--- src/rtl/pll_seq_pkg.sv ---
package pll_seq_pkg;

    typedef struct packed {
        logic [9:0] rsv_hi;
        logic       vote_rst;
        logic       vote_en;
        logic [5:0] bias_cnt;
        logic [5:0] lock_cnt;
        logic [4:0] rsv_lo;
        logic       rst_n;
        logic       byp_n;
        logic       out_en;
    } mode_reg_t;

    typedef enum logic [2:0] {
        S_IDLE,
        S_BYP_WAIT,
        S_LOCK_WAIT,
        S_VOTE_CNT,
        S_VOTE_EN
    } seq_state_t;

    localparam logic [31:0] MODE_MASK  = 32'h003F_FF07;
    localparam logic [31:0] MODE_RESET = 32'h0020_0000;

    function automatic mode_reg_t mode_clean(input logic [31:0] raw);
        return mode_reg_t'(raw & MODE_MASK);
    endfunction

endpackage

--- src/rtl/pll_us_tick.sv ---
module pll_us_tick #(
    parameter int DIV = 125
) (
    input  logic clk,
    input  logic rst,
    input  logic clr,
    output logic tick
);
    localparam int CW = (DIV > 1) ? $clog2(DIV) : 1;
    localparam logic [CW-1:0] LAST = CW'(DIV - 1);

    logic [CW-1:0] cnt;

    always_ff @(posedge clk) begin
        if (rst || clr)      cnt <= '0;
        else if (cnt == LAST) cnt <= '0;
        else                 cnt <= cnt + 1'b1;
    end

    assign tick = !clr && (cnt == LAST);

    generate
        if (DIV > 1) begin : g_gap

            tick_gap_chk: assert property (@(posedge clk) disable iff (rst)
                tick |=> !tick);
        end
    endgenerate
endmodule

--- src/rtl/pll_pwr_seq.sv ---
module pll_pwr_seq
    import pll_seq_pkg::*;
#(
    parameter int BYP_US  = 10,
    parameter int LOCK_US = 50
) (
    input  logic        clk,
    input  logic        rst,
    input  logic        tick,
    input  logic        wr_en,
    input  logic [31:0] wr_data,
    input  logic        en_req,
    input  logic        dis_req,
    input  logic        vsetup_req,
    output mode_reg_t   mode,
    output logic        busy,
    output logic        tick_clr
);
    localparam int MAXW = (BYP_US > LOCK_US) ? BYP_US : LOCK_US;
    localparam int UW   = $clog2(MAXW + 1);

    seq_state_t    st;
    logic [UW-1:0] us_cnt;
    logic          ctrl_all;

    assign ctrl_all = mode.out_en & mode.byp_n & mode.rst_n;
    assign busy     = (st != S_IDLE);
    assign tick_clr = (st == S_IDLE);

    always_ff @(posedge clk) begin
        if (rst) begin
            mode   <= mode_reg_t'(MODE_RESET);
            st     <= S_IDLE;
            us_cnt <= '0;
        end else if (wr_en) begin
            mode   <= mode_clean(wr_data);
            st     <= S_IDLE;
            us_cnt <= '0;
        end else if (dis_req && !mode.vote_en) begin
            mode.out_en <= 1'b0;
            mode.byp_n  <= 1'b0;
            mode.rst_n  <= 1'b0;
            st          <= S_IDLE;
            us_cnt      <= '0;
        end else begin
            case (st)
                S_IDLE: begin
                    if (en_req && !ctrl_all && !mode.vote_en) begin
                        mode.byp_n <= 1'b1;
                        st         <= S_BYP_WAIT;
                        us_cnt     <= '0;
                    end else if (vsetup_req) begin
                        mode.vote_rst <= 1'b0;
                        st            <= S_VOTE_CNT;
                    end
                end
                S_BYP_WAIT: begin
                    if (tick) begin
                        if (us_cnt == UW'(BYP_US - 1)) begin
                            mode.rst_n <= 1'b1;
                            st         <= S_LOCK_WAIT;
                            us_cnt     <= '0;
                        end else begin
                            us_cnt <= us_cnt + 1'b1;
                        end
                    end
                end
                S_LOCK_WAIT: begin
                    if (tick) begin
                        if (us_cnt == UW'(LOCK_US - 1)) begin
                            mode.out_en <= 1'b1;
                            st          <= S_IDLE;
                            us_cnt      <= '0;
                        end else begin
                            us_cnt <= us_cnt + 1'b1;
                        end
                    end
                end
                S_VOTE_CNT: begin
                    mode.bias_cnt <= 6'd1;
                    mode.lock_cnt <= 6'd0;
                    st            <= S_VOTE_EN;
                end
                S_VOTE_EN: begin
                    mode.vote_en <= 1'b1;
                    st           <= S_IDLE;
                end
                default: st <= S_IDLE;
            endcase
        end
    end


    out_order_chk: assert property (@(posedge clk) disable iff (rst)
        $rose(mode.out_en) |-> $past(wr_en) || ($past(mode.rst_n) && $past(mode.byp_n)));


    dis_clear_chk: assert property (@(posedge clk) disable iff (rst)
        (dis_req && !wr_en && !mode.vote_en) |=> !mode.out_en && !mode.byp_n && !mode.rst_n);


    vote_hold_chk: assert property (@(posedge clk) disable iff (rst)
        (mode.vote_en && !wr_en) |=> $stable({mode.out_en, mode.byp_n, mode.rst_n}));


    vote_en_order_chk: assert property (@(posedge clk) disable iff (rst)
        $rose(mode.vote_en) |-> $past(wr_en) ||
            ($past(mode.bias_cnt) == 6'd1 && $past(mode.lock_cnt) == 6'd0 && !$past(mode.vote_rst)));
endmodule

--- src/rtl/pll_vote_wait.sv ---
module pll_vote_wait #(
    parameter int SAMPLES = 200
) (
    input  logic clk,
    input  logic rst,
    input  logic tick,
    input  logic start,
    input  logic lock,
    output logic active,
    output logic ok,
    output logic tout,
    output logic tick_clr
);
    localparam int SW = $clog2(SAMPLES + 1);

    logic [SW-1:0] smp_cnt;

    assign tick_clr = !active;

    always_ff @(posedge clk) begin
        if (rst) begin
            active  <= 1'b0;
            ok      <= 1'b0;
            tout    <= 1'b0;
            smp_cnt <= '0;
        end else begin
            ok   <= 1'b0;
            tout <= 1'b0;
            if (!active) begin
                if (start) begin
                    active  <= 1'b1;
                    smp_cnt <= '0;
                end
            end else if (tick) begin
                if (lock) begin
                    ok     <= 1'b1;
                    active <= 1'b0;
                end else if (smp_cnt == SW'(SAMPLES - 1)) begin
                    tout   <= 1'b1;
                    active <= 1'b0;
                end else begin
                    smp_cnt <= smp_cnt + 1'b1;
                end
            end
        end
    end


    vote_onehot_chk: assert property (@(posedge clk) disable iff (rst)
        $onehot0({ok, tout}));


    vote_ok_src_chk: assert property (@(posedge clk) disable iff (rst)
        ok |-> $past(active) && $past(lock));
endmodule

--- src/rtl/pll_seq_ctrl.sv ---
module pll_seq_ctrl
    import pll_seq_pkg::*;
#(
    parameter int TICK_DIV      = 125,
    parameter int BYPASS_GAP_US = 10,
    parameter int LOCK_WAIT_US  = 50,
    parameter int VOTE_SAMPLES  = 200
) (
    input  logic        clk,
    input  logic        rst,
    input  logic        mode_wr_en,
    input  logic [31:0] mode_wr_data,
    output logic [31:0] mode_rd_data,
    input  logic        sw_en_req,
    input  logic        sw_dis_req,
    input  logic        vote_setup_req,
    input  logic        vote_req,
    input  logic        pll_locked,
    output logic        pll_out_en,
    output logic        pll_bypass_n,
    output logic        pll_reset_n,
    output logic        busy,
    output logic        vote_ok,
    output logic        vote_timeout
);
    mode_reg_t mode;
    logic      seq_tick, seq_clr, seq_busy;
    logic      vote_tick, vote_clr, vote_active;

    pll_us_tick #(.DIV(TICK_DIV)) i_seq_tick (
        .clk (clk), .rst (rst), .clr (seq_clr), .tick (seq_tick)
    );

    pll_us_tick #(.DIV(TICK_DIV)) i_vote_tick (
        .clk (clk), .rst (rst), .clr (vote_clr), .tick (vote_tick)
    );

    pll_pwr_seq #(.BYP_US(BYPASS_GAP_US), .LOCK_US(LOCK_WAIT_US)) i_seq (
        .clk        (clk),
        .rst        (rst),
        .tick       (seq_tick),
        .wr_en      (mode_wr_en),
        .wr_data    (mode_wr_data),
        .en_req     (sw_en_req),
        .dis_req    (sw_dis_req),
        .vsetup_req (vote_setup_req),
        .mode       (mode),
        .busy       (seq_busy),
        .tick_clr   (seq_clr)
    );

    pll_vote_wait #(.SAMPLES(VOTE_SAMPLES)) i_vote (
        .clk      (clk),
        .rst      (rst),
        .tick     (vote_tick),
        .start    (vote_req),
        .lock     (pll_locked),
        .active   (vote_active),
        .ok       (vote_ok),
        .tout     (vote_timeout),
        .tick_clr (vote_clr)
    );

    assign mode_rd_data = mode;
    assign pll_out_en   = mode.out_en;
    assign pll_bypass_n = mode.byp_n;
    assign pll_reset_n  = mode.rst_n;
    assign busy         = seq_busy | vote_active;
endmodule

--- config.mk ---
export PLATFORM = sky130hd
export DESIGN_NAME = pll_seq_ctrl
export DESIGN_NICKNAME = d
export VERILOG_FILES = /design/src/rtl/pll_seq_pkg.sv /design/src/rtl/pll_us_tick.sv /design/src/rtl/pll_pwr_seq.sv /design/src/rtl/pll_vote_wait.sv /design/src/rtl/pll_seq_ctrl.sv
export SDC_FILE = /design/constraint.sdc
export NUM_CORES = 1
export LEC_CHECK = 0
export BUFFER_PORTS_ARGS = -buffer_cell sky130_fd_sc_hd__buf_2
export CORE_UTILIZATION = 53
export CTS_BUF_LIST = sky130_fd_sc_hd__clkbuf_4 sky130_fd_sc_hd__clkbuf_8
export DETAILED_ROUTE_END_ITERATION = 8
export GPL_TIMING_DRIVEN = 0
export PLACE_DENSITY_LB_ADDON = 0.12
export RECOVER_POWER = 100
export SYNTH_ARGS = -nofsm -noshare
export SYNTH_HDL_FRONTEND = slang
export SYNTH_HIERARCHICAL = 1
export SYNTH_SLANG_ARGS = --single-unit
--- constraint.sdc ---
create_clock -name clk -period 2.8 [get_ports clk]
set_clock_uncertainty 0.15 [all_clocks]
set_input_delay 0.42 -clock clk [delete_from_list [all_inputs] [get_ports clk]]
set_output_delay 0.42 -clock clk [all_outputs]
set_load 0.02 [all_outputs]
==> results.sh <==
export IMPL_r2r_end="i_vote/smp_cnt[3]"
export IMPL_hold_viol=0
export IMPL_ys_warn_count=6
export IMPL_critical_path_class="reg2out"
export IMPL_yosysSeqAreaShare=0.399
export IMPL_grt_pass1_wl_mm=8.92
export IMPL_cts_buffer_depth=2
export IMPL_period_minus_slack_ns=2.38
export IMPL_hold_buffers=0
export IMPL_h_tree_depth=2
export IMPL_ir_drop_mv=0.317
export IMPL_antenna_left=0
export IMPL_critPathArrivalTime_ns=1.81
export IMPL_area_delta_synth_final_pct=16.6
export IMPL_antenna_found_initial=0
export IMPL_io_buffers=46
export IMPL_synthCells=284
export IMPL_grt_pass1_vias=2028
export IMPL_grt_max_degree=17
export IMPL_outcome="completed"
export IMPL_syn_avg_cell_area_um2=9.01
export IMPL_wl_mm=5.24
export IMPL_synth_main_ff_cell="dfxtp_1"
export IMPL_cellPowerDensity_nw_per_um2=496
export IMPL_fin_tns_setup_ns=0
export IMPL_dp_hpwl_mm=3.93
export IMPL_max_cap_violations=0
export IMPL_wl_per_cell_um=13.0
export IMPL_start_util=0.568
export IMPL_dr_total_vias=2206
export IMPL_die_area_um2=5110
export IMPL_period_share=0.851
export IMPL_cp_cell_sequence="clkbuf_1 > nor3_1 > inv_1 > or2_1 > clkbuf_1"
export IMPL_die_w_um=71.5
export IMPL_design_area_um2=2980
export IMPL_clock_sinks=51
export IMPL_synth_edf_count=0
export IMPL_post_cts_buffers=0
export IMPL_drt_initial_drc_count=129
export IMPL_cp_start_kind="flop"
export IMPL_final_cell_mix="dfxtp_1, nor2_1, clkbuf_1"
export IMPL_crit_top_cell="clkbuf_1"
export IMPL_yosys_register_bits=51
export IMPL_worst_skew_pair_late_latency_ns=0.29
export IMPL_crit_path_end_kind="output pin"
export IMPL_synthArstFlopShare=0
export IMPL_drt_pass1_iterations=4
export IMPL_reg2reg_depth=9
export IMPL_num_rows=24
export IMPL_r2r_setup_slack_ns=0.47
export IMPL_path_clk_slew_ns=0.09
export IMPL_root_buffer="clkbuf_8"
export IMPL_placed_cell_area_um2=2910
export IMPL_final_common_cell="dfxtp_1"
export IMPL_critPathMaxFanout=8
export IMPL_crit_path_top_delay_cell="nor3_1"
export IMPL_cts_resized=0
export IMPL_route_detailed_drc=0
export IMPL_required_ns=2.23
export IMPL_fin_nets=398
export IMPL_rsz0062_at_grt="no"
export IMPL_die_y_um=71.5
export IMPL_cts_tree="built"
export IMPL_yosysUniqueCellTypes=63
export IMPL_max_freq_mhz=420
export IMPL_layout_cells_non_filler=404
export IMPL_track_usage=0.216
export IMPL_pin_count=78
export IMPL_syn_area_um2=2560
export IMPL_drv_slew=0
export IMPL_slowest_delay_ns=0.46
export IMPL_cp_startpoint="i_seq/st[1]"
export IMPL_utilization=0.663
export IMPL_setup_viol_count_final=0
export IMPL_critPathCapture="busy"
export IMPL_drive_gt1_frac=0.199
export IMPL_grt_ovfl_total=0
export IMPL_viasPerCell=5.46
export IMPL_core_area_um2=4500
export IMPL_place_congestion=0.831
export IMPL_hp_class="in2reg"
export IMPL_leakage_nw=1.20
export IMPL_place_inst=396
export IMPL_rr_startpoint="i_vote_tick/cnt[0]"
export IMPL_cts_buffers=5
export IMPL_n_antenna_cell=0
[cells in the mapped netlist (all sizes together), types with 2 or more instances]
master,instances,area (um^2)
a32oi,2,17.5
nor4,2,12.5
a311oi,3,26.3
xor2,5,43.8
buf,22,164
or3,2,17.5
nor3b,2,20.0
nor2b,5,31.3
nand3,17,85.1
a211oi,2,15.0
nor2,28,105
a22o,11,96.3
o21a,5,37.5
nand2,11,41.3
nor3,10,50.1
a31oi,7,43.8
o21ai,9,48.8
and4b,2,25.0
a21oi,13,72.6
a21boi,2,15.0
and3,6,41.3
o41ai,4,35.0
dfxtp,51,1020
a22oi,2,15.0
or2,4,25.0
a32o,2,20.0
o31ai,2,15.0
xnor2,2,17.5
a21o,3,23.8
ha,7,87.6
clkbuf,4,35.0
nand4,4,25.0
o211ai,2,20.0
inv,12,45.0
or3b,3,26.3
[worst min-delay path by stage]
stage | slack [ns] | depth (start not counted) | end | startpoint
2_1_floorplan | 0.28 | 1 | i_vote/smp_cnt[7] | i_vote/smp_cnt[7]
3_3_place_gp | 0.31 | 1 | i_vote/smp_cnt[7] | i_vote/smp_cnt[7]
3_5_place_dp | 0.31 | 1 | i_seq/mode[10] | i_seq/mode[10]
4_1_cts | 0.17 | 2 | i_seq/mode[11] | mode_wr_data[11]
5_1_grt | 0.18 | 2 | i_seq/mode[15] | mode_wr_data[15]
6_report | 0.18 | 2 | i_seq/mode[10] | mode_wr_data[10]
[report_power, final]
group          internal [mW]  total [mW]  switching (mW)  leakage [nW]
Sequential             0.745       0.760          0.0153         0.415
Combinational         0.0758       0.197           0.121         0.723
Clock                  0.289       0.522           0.233        0.0612
Total                   1.11        1.48           0.369          1.20
[logic make-up (layout without fill, tap and decap cells)]
group,Yosys count,count (layout),synth area share
flip-flops,51,51,0.399
other,1,15,0.00146
multiplexers,1,1,0.00391
AND/OR/NAND/NOR,103,103,0.220
adder cells (fa/ha/maj),7,7,0.0342
buffers and inverters,38,92,0.0953
AO/OA/AOI/OAI,76,76,0.222
XOR/XNOR,7,7,0.0239
[critical path, delay by kind of cell (launching register included)]
kind                   cells  cell delay (ns)
and+or+nand+nor            2             0.69
DFF                        1             0.30
buffers and inverters      3             0.53
[sequential cells by signal (all words and copies together), names as in the netlist]
name	flops
i_vote/tout	1
i_vote/smp_cnt	8
i_seq/st	3
i_vote_tick/cnt	7
i_vote/ok	1
i_seq/us_cnt	6
i_vote/active	1
i_seq_tick/cnt	7
i_seq/mode	17
[layout make-up]
cell class | count | area (um^2)
Fill cell | 408 | 1520
Multi-Input combinational cell | 209 | 1340
Sequential cell | 51 | 1020
Timing Repair Buffer | 46 | 201
Buffer | 26 | 194
Clock buffer | 6 | 82.6
Tap cell | 52 | 65.1
Inverter | 12 | 45.0
Clock inverter | 2 | 35.0
[metal layers]
layer | global-route usage | vias to the layer above | routed length, um
li1 | - | 1143 | -
met4 | 0.0392 | 0 | 20
met1 | 0.289 | 1026 | 2520
met3 | 0.0394 | 2 | 143
met2 | 0.370 | 35 | 2550
met5 | 0 | - | 0
[through the flow]
step	hold slack, ns	power (mW)	setup WS [ns]
2_1_floorplan	0.275	0.917	0.840
3_3_place_gp	0.307	0.977	0.587
3_5_place_dp	0.309	0.979	0.562
4_1_cts	0.174	1.50	0.529
5_1_grt	0.176	1.54	0.246
6_report	0.178	1.48	0.418
No activity file was read; power rests on OpenSTA's default activity.
